**src/rtl/boot_ld_pkg.sv**
```systemverilog
package boot_ld_pkg;
    typedef enum logic [2:0] {
        LD_START,
        LD_READ,
        LD_WRITE,
        LD_FIN,
        LD_IDLE
    } ld_state_e;
endpackage

```
**src/rtl/boot_wait_timer.sv**
```systemverilog
module boot_wait_timer #(
    parameter int CFG_W    = 4,
    parameter int MIN_WAIT = 3
) (
    input  logic             clk,
    input  logic             rst_n,
    input  logic             load,
    input  logic [CFG_W-1:0] cfg,
    input  logic             run,
    output logic             last
);
    typedef struct packed {
        logic [CFG_W-1:0] lim;
        logic [CFG_W-1:0] cnt;
    } tmr_t;

    tmr_t s_d, s_q;

    assign last = run && (s_q.cnt == s_q.lim - CFG_W'(1));

    always_comb begin
        s_d = s_q;
        if (load) begin
            s_d.lim = (cfg < CFG_W'(MIN_WAIT)) ? CFG_W'(MIN_WAIT) : cfg;
            s_d.cnt = '0;
        end else if (run) begin
            s_d.cnt = last ? '0 : s_q.cnt + CFG_W'(1);
        end else begin
            s_d.cnt = '0;
        end
    end

    always_ff @(posedge clk or negedge rst_n) begin
        if (!rst_n) begin
            s_q.lim <= CFG_W'(MIN_WAIT);
            s_q.cnt <= '0;
        end else begin
            s_q <= s_d;
        end
    end

    // a read never runs with a limit below the floor
    assert_lim_floor_R5: assert property (@(posedge clk) disable iff (!rst_n)
        run |-> (s_q.lim >= CFG_W'(MIN_WAIT)));
endmodule

```
**src/rtl/boot_byte_packer.sv**
```systemverilog
module boot_byte_packer #(
    parameter int BYTE_W = 8,
    parameter int BPW    = 3
) (
    input  logic                  clk,
    input  logic                  rst_n,
    input  logic                  shift_en,
    input  logic [BYTE_W-1:0]     din,
    output logic [BYTE_W*BPW-1:0] word
);
    localparam int WORD_W = BYTE_W * BPW;

    logic [WORD_W-1:0] acc_d, acc_q;

    always_comb begin
        acc_d = acc_q;
        if (shift_en) begin
            acc_d = {acc_q[WORD_W-BYTE_W-1:0], din};
        end
    end

    always_ff @(posedge clk or negedge rst_n) begin
        if (!rst_n) acc_q <= '0;
        else        acc_q <= acc_d;
    end

    assign word = acc_q;
endmodule

```
**src/rtl/boot_seq.sv**
```systemverilog
module boot_seq
    import boot_ld_pkg::*;
#(
    parameter int WORDS  = 1024,
    parameter int BPW    = 3,
    parameter int PAGE_W = 3,
    localparam int NBYTES  = WORDS * BPW,
    localparam int BADDR_W = $clog2(NBYTES),
    localparam int WADDR_W = $clog2(WORDS),
    localparam int SUB_W   = (BPW > 1) ? $clog2(BPW) : 1,
    localparam int ROM_AW  = PAGE_W + BADDR_W
) (
    input  logic               clk,
    input  logic               rst_n,
    input  logic [PAGE_W-1:0]  page_sel,
    input  logic               byte_last,
    output logic               tmr_load,
    output logic               tmr_run,
    output logic [ROM_AW-1:0]  rom_addr,
    output logic               rom_sel,
    output logic               pm_we,
    output logic [WADDR_W-1:0] pm_addr,
    output logic               core_rst,
    output logic               done
);
    typedef struct packed {
        ld_state_e          st;
        logic [PAGE_W-1:0]  page;
        logic [BADDR_W-1:0] bidx;
        logic [SUB_W-1:0]   sub;
        logic [WADDR_W-1:0] widx;
    } seq_t;

    seq_t s_d, s_q;

    always_comb begin
        s_d = s_q;
        unique case (s_q.st)
            LD_START: begin
                s_d.page = page_sel;
                s_d.bidx = '0;
                s_d.sub  = '0;
                s_d.widx = '0;
                s_d.st   = LD_READ;
            end
            LD_READ: begin
                if (byte_last) begin
                    s_d.bidx = s_q.bidx + BADDR_W'(1);
                    if (s_q.sub == SUB_W'(BPW - 1)) begin
                        s_d.sub = '0;
                        s_d.st  = LD_WRITE;
                    end else begin
                        s_d.sub = s_q.sub + SUB_W'(1);
                    end
                end
            end
            LD_WRITE: begin
                if (s_q.widx == WADDR_W'(WORDS - 1)) begin
                    s_d.st = LD_FIN;
                end else begin
                    s_d.widx = s_q.widx + WADDR_W'(1);
                    s_d.st   = LD_READ;
                end
            end
            LD_FIN:  s_d.st = LD_IDLE;
            default: s_d.st = LD_IDLE;
        endcase
    end

    always_ff @(posedge clk or negedge rst_n) begin
        if (!rst_n) begin
            s_q.st   <= LD_START;
            s_q.page <= '0;
            s_q.bidx <= '0;
            s_q.sub  <= '0;
            s_q.widx <= '0;
        end else begin
            s_q <= s_d;
        end
    end

    assign tmr_load = (s_q.st == LD_START);
    assign tmr_run  = (s_q.st == LD_READ);
    assign rom_sel  = (s_q.st == LD_READ);
    assign rom_addr = {s_q.page, s_q.bidx};
    assign pm_we    = (s_q.st == LD_WRITE);
    assign pm_addr  = s_q.widx;
    assign core_rst = (s_q.st == LD_START) || (s_q.st == LD_READ) || (s_q.st == LD_WRITE);
    assign done     = (s_q.st == LD_FIN);

    // address is steady inside one byte read
    assert_addr_hold_R5: assert property (@(posedge clk) disable iff (!rst_n)
        (rom_sel && $past(rom_sel) && !$past(byte_last)) |-> $stable(rom_addr));
    // page bits never move between reads of one load
    assert_page_hold_R6: assert property (@(posedge clk) disable iff (!rst_n)
        (rom_sel && $past(rom_sel)) |-> $stable(rom_addr[ROM_AW-1 -: PAGE_W]));
    // each write directly follows a read
    assert_write_after_read_R5: assert property (@(posedge clk) disable iff (!rst_n)
        pm_we |-> $past(rom_sel));
    // a non-final write leads straight into the next read
    assert_next_read_R2: assert property (@(posedge clk) disable iff (!rst_n)
        (pm_we && (pm_addr != WADDR_W'(WORDS - 1))) |=> rom_sel);
    // done is a single-cycle pulse
    assert_done_pulse_R7: assert property (@(posedge clk) disable iff (!rst_n)
        done |=> !done);
    // core reset falls only together with done
    assert_release_R7: assert property (@(posedge clk) disable iff (!rst_n)
        $fell(core_rst) |-> done);
endmodule

```
**src/rtl/boot_loader.sv**
```systemverilog
module boot_loader #(
    parameter int WORDS    = 1024,
    parameter int BPW      = 3,
    parameter int BYTE_W   = 8,
    parameter int PAGE_W   = 3,
    parameter int CFG_W    = 4,
    parameter int MIN_WAIT = 3,
    localparam int NBYTES  = WORDS * BPW,
    localparam int BADDR_W = $clog2(NBYTES),
    localparam int WADDR_W = $clog2(WORDS),
    localparam int ROM_AW  = PAGE_W + BADDR_W,
    localparam int WORD_W  = BYTE_W * BPW
) (
    input  logic               clk,
    input  logic               rst_n,
    input  logic [PAGE_W-1:0]  page_sel,
    input  logic [CFG_W-1:0]   wait_cfg,
    input  logic [BYTE_W-1:0]  rom_data,
    output logic [ROM_AW-1:0]  rom_addr,
    output logic               rom_sel,
    output logic               pm_we,
    output logic [WADDR_W-1:0] pm_addr,
    output logic [WORD_W-1:0]  pm_wdata,
    output logic               core_rst,
    output logic               boot_done
);
    logic tmr_load, tmr_run, byte_last;

    boot_seq #(
        .WORDS (WORDS),
        .BPW   (BPW),
        .PAGE_W(PAGE_W)
    ) u_seq (
        .clk      (clk),
        .rst_n    (rst_n),
        .page_sel (page_sel),
        .byte_last(byte_last),
        .tmr_load (tmr_load),
        .tmr_run  (tmr_run),
        .rom_addr (rom_addr),
        .rom_sel  (rom_sel),
        .pm_we    (pm_we),
        .pm_addr  (pm_addr),
        .core_rst (core_rst),
        .done     (boot_done)
    );

    boot_wait_timer #(
        .CFG_W   (CFG_W),
        .MIN_WAIT(MIN_WAIT)
    ) u_tmr (
        .clk  (clk),
        .rst_n(rst_n),
        .load (tmr_load),
        .cfg  (wait_cfg),
        .run  (tmr_run),
        .last (byte_last)
    );

    boot_byte_packer #(
        .BYTE_W(BYTE_W),
        .BPW   (BPW)
    ) u_pack (
        .clk     (clk),
        .rst_n   (rst_n),
        .shift_en(byte_last),
        .din     (rom_data),
        .word    (pm_wdata)
    );
endmodule

```
**config.mk**
```make
export PLATFORM = sky130hd
export DESIGN_NAME = boot_loader
export DESIGN_NICKNAME = d
export VERILOG_FILES = /design/src/rtl/boot_ld_pkg.sv /design/src/rtl/boot_wait_timer.sv /design/src/rtl/boot_byte_packer.sv /design/src/rtl/boot_seq.sv /design/src/rtl/boot_loader.sv
export SDC_FILE = /design/constraint.sdc
export NUM_CORES = 1
export LEC_CHECK = 0
export BUFFER_PORTS_ARGS = -buffer_cell sky130_fd_sc_hd__buf_4
export CELL_PAD_IN_SITES_DETAIL_PLACEMENT = 0
export CELL_PAD_IN_SITES_GLOBAL_PLACEMENT = 1
export CORE_ASPECT_RATIO = 0.75
export CORE_UTILIZATION = 38
export DETAILED_ROUTE_END_ITERATION = 8
export PLACE_DENSITY_LB_ADDON = 0.1
export RECOVER_POWER = 100
export SLEW_MARGIN = 20
export SYNTH_ARGS = -nofsm -noshare
export SYNTH_HDL_FRONTEND = slang
export SYNTH_SLANG_ARGS = --single-unit
```
**constraint.sdc**
```tcl
create_clock -name clk -period 2.35 [get_ports clk]
set_clock_uncertainty 0.1 [all_clocks]
set_input_delay 0.1175 -clock clk [delete_from_list [all_inputs] [get_ports clk]]
set_output_delay 0.1175 -clock clk [all_outputs]
set_load 0.005 [all_outputs]
```
==> results.tsv, run 1 <==
metric	value	unit
place_area	0.00380	mm2
ys_seq_elements	62	
num-fill-cells	762	
core	0.00813	mm2
route.detailed.drc	0	
combPwrFrac	43.5	%
ant_nets	0	
yosysWarnings	0	
synth_edf_count	0	
antenna_found_initial	0	
peakVddDrop	689	uV
violations	capacitance limit, slew limit	
wirelength	7.66	mm
max_freq	435	MHz
yosysUniqueCellTypes	54	
syn_inst	299	
cts-root-buf	clkbuf_16	
final.min_clock_period	2.30	ns
track_usage	17.9	%
critPathArrivalTime	2.41	ns
pwr-share-clk	24.2	%
holdCritPathClass	reg -> reg	
grt_max_degree	63	
dp_hpwl	5.19	mm
critPathCaptureType	flip-flop	
h-tree-depth	3	
final_common_cell	dfrtp_1	
switching_share	35.4	%
nets	397	
syn-mean-instance-area	11.0	um2
seq_power_share	32.3	%
seq_area_frac_synth	47.4	%
drive_gt1_share	36.5	%
io_buffers	69	
insertion_delay	0.33	ns
power_leakage	1.97	nW
area_growth_syn_to_layout	32.0	%
syn_area	0.00328	mm2
fin_area	0.00433	mm2
report.final.slew_viol_count	63	
cts_inserted_buffers	9	
fp.dieH	82.5	um
timing.final.hold_violations	0	
p_per_area	1220	mW/mm2
clockBufferDepth	2	
fin_crit_sh	97.8	%
drt-vias-per-instance	5.14	
clk_pin_slew	0.05	ns
worstSetupStartpointType	flip-flop	
diodes	0	
tightest_slew	1.56	ns
pre_cts_ws	0.0910	ns
crit_fanout	11	
fp.dieW	109	um
wl_per_cell	15.8	um
switching_power	1.88	mW
setup_viol	0	
vias	2499	
synthArstFlopShare	100	%
syn_nets	320	
hold-worst-slack	0.376	ns
maxCapViolCount	1	
drt-pass1-iter-count	4	
cts_tree	yes	
dieArea	0.00901	mm2
fin_ws	0.0522	ns
io_pins	70	
worst-setup-path-type	reg -> reg	
grt_pass1_vias	2294	
required	2.46	ns
fp-row-count	28	
drtIter0Drc	181	
clock_sinks	62	
relSlewSlack	-4.01	%
internal_power	3.42	mW
gp_congestion	0.780	
tns	0	ns
grt_pass1_wl	12.0	mm
layout_common_cells	dfrtp_1 (60), clkbuf_4 (48), nand2_1 (33), buf_4 (26)	
status	complete, but fails checks	
overflow	0	
initial_core_util	40.4	%
ys.flop_type	dfrtp_1	
[kinds of logic after synthesis]
logic type | count (synthesis) | synth area share, %
mux | 33 | 12.9
flops | 62 | 47.4
simple gates | 108 | 17.5
compound gates | 38 | 8.39
xor+xnor | 10 | 3.93
buf+inv | 44 | 8.39
fa+ha+maj | 4 | 1.53
[final timing paths]
path                       cells after the start                           start                             end  slack (ns)
max                                            8        u_tmr.s_q[4]$_DFFE_PN1P_      u_pack.word[5]$_DFFE_PN0P_        0.05
min                                            2  u_seq.rom_addr[12]$_DFFE_PN0P_  u_seq.rom_addr[12]$_DFFE_PN0P_        0.38
max reg2reg                                    8        u_tmr.s_q[4]$_DFFE_PN1P_      u_pack.word[5]$_DFFE_PN0P_        0.05
min reg2reg                                    2  u_seq.rom_addr[12]$_DFFE_PN0P_  u_seq.rom_addr[12]$_DFFE_PN0P_        0.38
max in group asynchronous                      2                           rst_n      u_pack.word[5]$_DFFE_PN0P_        0.60
min in group asynchronous                      2                           rst_n    u_seq.pm_addr[7]$_DFFE_PN0P_        0.62
[power groups by stage]
stage / logic (mW) / registers, mW / clock network, mW
2_1_floorplan: 1.35 / 1.66 / 0
3_3_place_gp: 2.12 / 1.72 / 0
3_5_place_dp: 2.15 / 1.73 / 0
4_1_cts: 2.18 / 1.72 / 1.31
5_1_grt: 2.55 / 1.77 / 1.36
6_report: 2.31 / 1.71 / 1.28
[per-stage QoR]
stage,total power [mW],util (%),instances
2_1_floorplan,3.00,-,299
3_3_place_gp,3.84,46.7,450
3_5_place_dp,3.88,46.7,450
4_1_cts,5.21,52.3,482
5_1_grt,5.68,53.3,486
6_report,5.30,53.3,486
[layout make-up]
type | count | area (um2) | area share [%]
clock buffer | 9 | 225 | 5.20
clock inverter | 7 | 65.1 | 1.50
inverter | 9 | 33.8 | 0.780
multi-input combinational | 193 | 1490 | 34.4
sequential | 62 | 1550 | 35.9
tap | 105 | 131 | 3.03
timing repair buffer | 101 | 833 | 19.2
[synth_stat cells (all sizes together), types with 5 or more instances]
cell,count,area [um2]
nand4,10,62.6
xor2,6,78.8
nor3,8,56.3
nor2,13,51.3
mux2,26,353
clkbuf,6,22.5
dfrtp,60,1500
nand2,33,124
nand3,14,75.1
nand2b,8,50.1
mux2i,7,70.1
and3,5,31.3
nor4,5,31.3
buf,29,219
inv,9,33.8
o21ai,9,45.0
[what timing repair did]
action	4_1_cts	5_1_grt
setup endpoints to repair	0	4
resized for setup	0	3
setup buffers	0	2
endpoints found under the hold margin	75	0
hold buffers	16	0
[metal layers]
layer | wire length (um) | GRT usage, %
met5 | 0 | 0
met1 | 3950 | 26.4
met3 | 292 | 5.10
met4 | 93 | 6.27
met2 | 3330 | 25.0
[critical path, stage by stage, from the launching register on]
cell       delay [ns]
dfstp_2          0.55
inv_1            0.09
ha_4             0.29
xor2_4           0.17
nand3_2          0.13
nor3_4           0.22
buf_12           0.14
clkbuf_16        0.17
mux2_4           0.30
[flip-flops by register name, indices dropped and copies added, names as in the netlist]
| register | cells |
|---|---|
| u_seq.rom_addr | 15 |
| u_tmr.s_q | 8 |
| u_pack.word | 24 |
| u_seq.pm_addr | 10 |
| u_seq.s_q | 5 |
No activity file was read; power rests on OpenSTA's default activity.
==> run 2: changes to the inputs <==
Settings changed: GPL_TIMING_DRIVEN set to 0, PLACE_DENSITY set to 0.84, PLACE_DENSITY_LB_ADDON 0.1 to unset, RECOVER_POWER 100 to 50.
==> run 2 against run 1 <==
Net effect:
- largest power group unchanged
- fmax decreased by 2.2%
- clock-buffer cell count up 1
- via count rose by 3.6%
- register-to-register slack worse by 0.05 ns
- clock power rose by 16%
- critical path type unchanged
- the flow still finishes with violations (capacitance limit, slew limit)
- die area stayed put
- combinational power up 4%
==> results.tsv, run 2 (synthesis results as in run 1) <==
metric	value	unit	change
p_total	5.60	mW	was 5.30 mW
io_pins	70		unchanged
worst_path_max_delay_cell	dfstp_2		unchanged
maxCapViolCount	1		unchanged
timing.final.hold_violations	0		unchanged
diodes	0		unchanged
cts_inserted_buffers	9		unchanged
route.detailed.drc	0		unchanged
clock_sinks	62		unchanged
pwr-share-clk	26.6	%	was 24.2%
pre_cts_ws	-0.136	ns	was 0.0910 ns
tightest_slew	1.55	ns	was 1.56 ns
final.min_clock_period	2.35	ns	was 2.30 ns
fp.dieH	82.5	um	unchanged
setup_viol	0		unchanged
ant_nets	0		unchanged
fp-row-count	28		unchanged
core	0.00813	mm2	unchanged
cts-root-buf	clkbuf_16		unchanged
insertion_delay	0.33	ns	about the same
wirelength	7.57	mm	was 7.66 mm
switching_power	1.95	mW	was 1.88 mW
critPathCaptureType	flip-flop		unchanged
switching_share	34.9	%	was 35.4%
worst-setup-path-type	reg -> reg		unchanged
seq_power_share	30.3	%	was 32.3%
fp.dieW	109	um	unchanged
grt_pass1_vias	2395		was 2294
max_freq	426	MHz	was 435 MHz
initial_core_util	40.4	%	unchanged
h-tree-depth	3		unchanged
drive_gt1_share	40.9	%	was 36.5%
drt-vias-per-instance	5.05		was 5.14
layout_common_cells	buf_4 (76), dfrtp_1 (60), nand2_1 (33), clkbuf_4 (22)		was dfrtp_1 (60), clkbuf_4 (48), nand2_1 (33), buf_4 (26)
final_cells	513		was 486
violations	capacitance limit, slew limit		unchanged
dp_hpwl	5.06	mm	was 5.19 mm
report.final.slew_viol_count	63		unchanged
gp_congestion	0.785		was 0.780
holdCritPathClass	reg -> reg		unchanged
crit_fanout	7		was 11
grt_pass1_wl	12.1	mm	was 12.0 mm
grt_max_degree	63		unchanged
vias	2590		was 2499
largest_register_ffs	24		unchanged
rsz0062_at_grt	yes		
drtIter0Drc	163		was 181
fin_ws	0.00119	ns	was 0.0522 ns
cts_tree	yes		unchanged
cp_cell_sequence	inv_1 -> ha_4 -> xor2_4 -> buf_4 -> and3_2 -> a31oi_2 -> a221o_1		was inv_1 -> ha_4 -> xor2_4 -> nand3_2 -> nor3_4 -> buf_12 -> clkbuf_16 -> mux2_4
drt-pass1-iter-count	4		unchanged
critPathArrivalTime	2.45	ns	was 2.41 ns
worstSetupStartpointType	flip-flop		unchanged
clockBufferDepth	2		unchanged
relSlewSlack	-3.41	%	was -4.01%
max_stage_delay	0.57	ns	was 0.55 ns
track_usage	18.1	%	was 17.9%
internal_power	3.64	mW	was 3.42 mW
nets	424		was 397
peakVddDrop	642	uV	was 689 uV
clk_pin_slew	0.05	ns	about the same
num-fill-cells	709		was 762
dp.cells	473		was 450
fin_crit_sh	99.9	%	was 97.8%
final_common_cell	buf_4		was dfrtp_1
combPwrFrac	43.0	%	was 43.5%
p_per_area	1220	mW/mm2	about the same
wl_per_cell	14.8	um	was 15.8 um
io_buffers	69		unchanged
area_growth_syn_to_layout	39.3	%	was 32.0%
power_leakage	2.13	nW	was 1.97 nW
required	2.45	ns	was 2.46 ns
status	complete, but fails checks		unchanged
antenna_found_initial	0		unchanged
overflow	0		unchanged
dieArea	0.00901	mm2	unchanged
## run 2: layout make-up
type | instances | area, um2 | share of cell area (%)
Clock buffer | 10 | 229 | 5.01
Sequential cell | 62 | 1550 | 34.0
Multi-Input combinational cell | 193 | 1540 | 33.6
Timing Repair Buffer | 93 | 732 | 16.0
Clock inverter | 6 | 110 | 2.41
Tap cell | 105 | 131 | 2.87
Buffer | 35 | 243 | 5.31
Inverter | 9 | 33.8 | 0.739
## run 2: per-stage QoR
| stage | utilization [%] | setup TNS [ns] | area (um2) | hold WS (ns) |
|---|---|---|---|---|
| floorplan | - | 0 | 3290 | -0.278 |
| global placement | 48.4 | -2.50 | 3940 | 0.160 |
| detailed placement | 48.4 | -2.81 | 3940 | 0.162 |
| CTS | 55.7 | -0.295 | 4530 | 0.353 |
| global route | 56.2 | -0.472 | 4570 | 0.410 |
| finish | 56.2 | 0 | 4570 | 0.390 |
## run 2: timing repair
| item | CTS | global route |
|---|---|---|
| resized for setup | 8 | 7 |
| setup buffers | 6 | 1 |
| gates cloned | 1 | 0 |
| hold buffers | 16 | 0 |
| pin swaps | 1 | 2 |
| endpoints found under the setup margin | 31 | 31 |
| endpoints found under the hold margin | 75 | 0 |
## run 2: power by group through the flow
stage	sequential [mW]	combinational [mW]	clock, mW
global route	1.74	2.61	1.58
CTS	1.70	2.31	1.52
detailed placement	1.70	2.07	0
floorplan	1.66	1.35	0
global placement	1.68	2.05	0
finish	1.70	2.41	1.49
## run 2: final timing paths
path | from | to | slack [ns] | cells past startpoint
max in group asynchronous | rst_n | u_seq.s_q[10]$_DFFE_PN0P_ | 0.60 | 2
worst max-delay path | u_tmr.s_q[4]$_DFFE_PN1P_ | u_seq.rom_addr[9]$_DFFE_PN0P_ | 0.001 | 7
worst max register to register | u_tmr.s_q[4]$_DFFE_PN1P_ | u_seq.rom_addr[9]$_DFFE_PN0P_ | 0.001 | 7
worst min-delay path | u_seq.rom_addr[12]$_DFFE_PN0P_ | u_seq.rom_addr[12]$_DFFE_PN0P_ | 0.39 | 2
min in group asynchronous | rst_n | u_seq.pm_addr[1]$_DFFE_PN0P_ | 0.61 | 2
worst min register to register | u_seq.rom_addr[12]$_DFFE_PN0P_ | u_seq.rom_addr[12]$_DFFE_PN0P_ | 0.39 | 2
## run 2: critical path: cells and delay by family (launching register included)
family | cells | cell delay, ns
DFF | 1 | 0.57
AOI/OAI and AO/OA | 2 | 0.56
xor gates and xnor gates | 1 | 0.17
and+or+nand+nor | 1 | 0.25
adders and majority gates | 1 | 0.30
buffers and inverters | 2 | 0.27
## run 2: per-layer routing
layer	up-vias	part of all wire, %	GRT usage, %
met4	0	0.91	6.40
met5	-	0	0
met1	1247	49	26.2
met2	77	45	25.8
met3	5	5.3	4.95
li1	1261	-	-
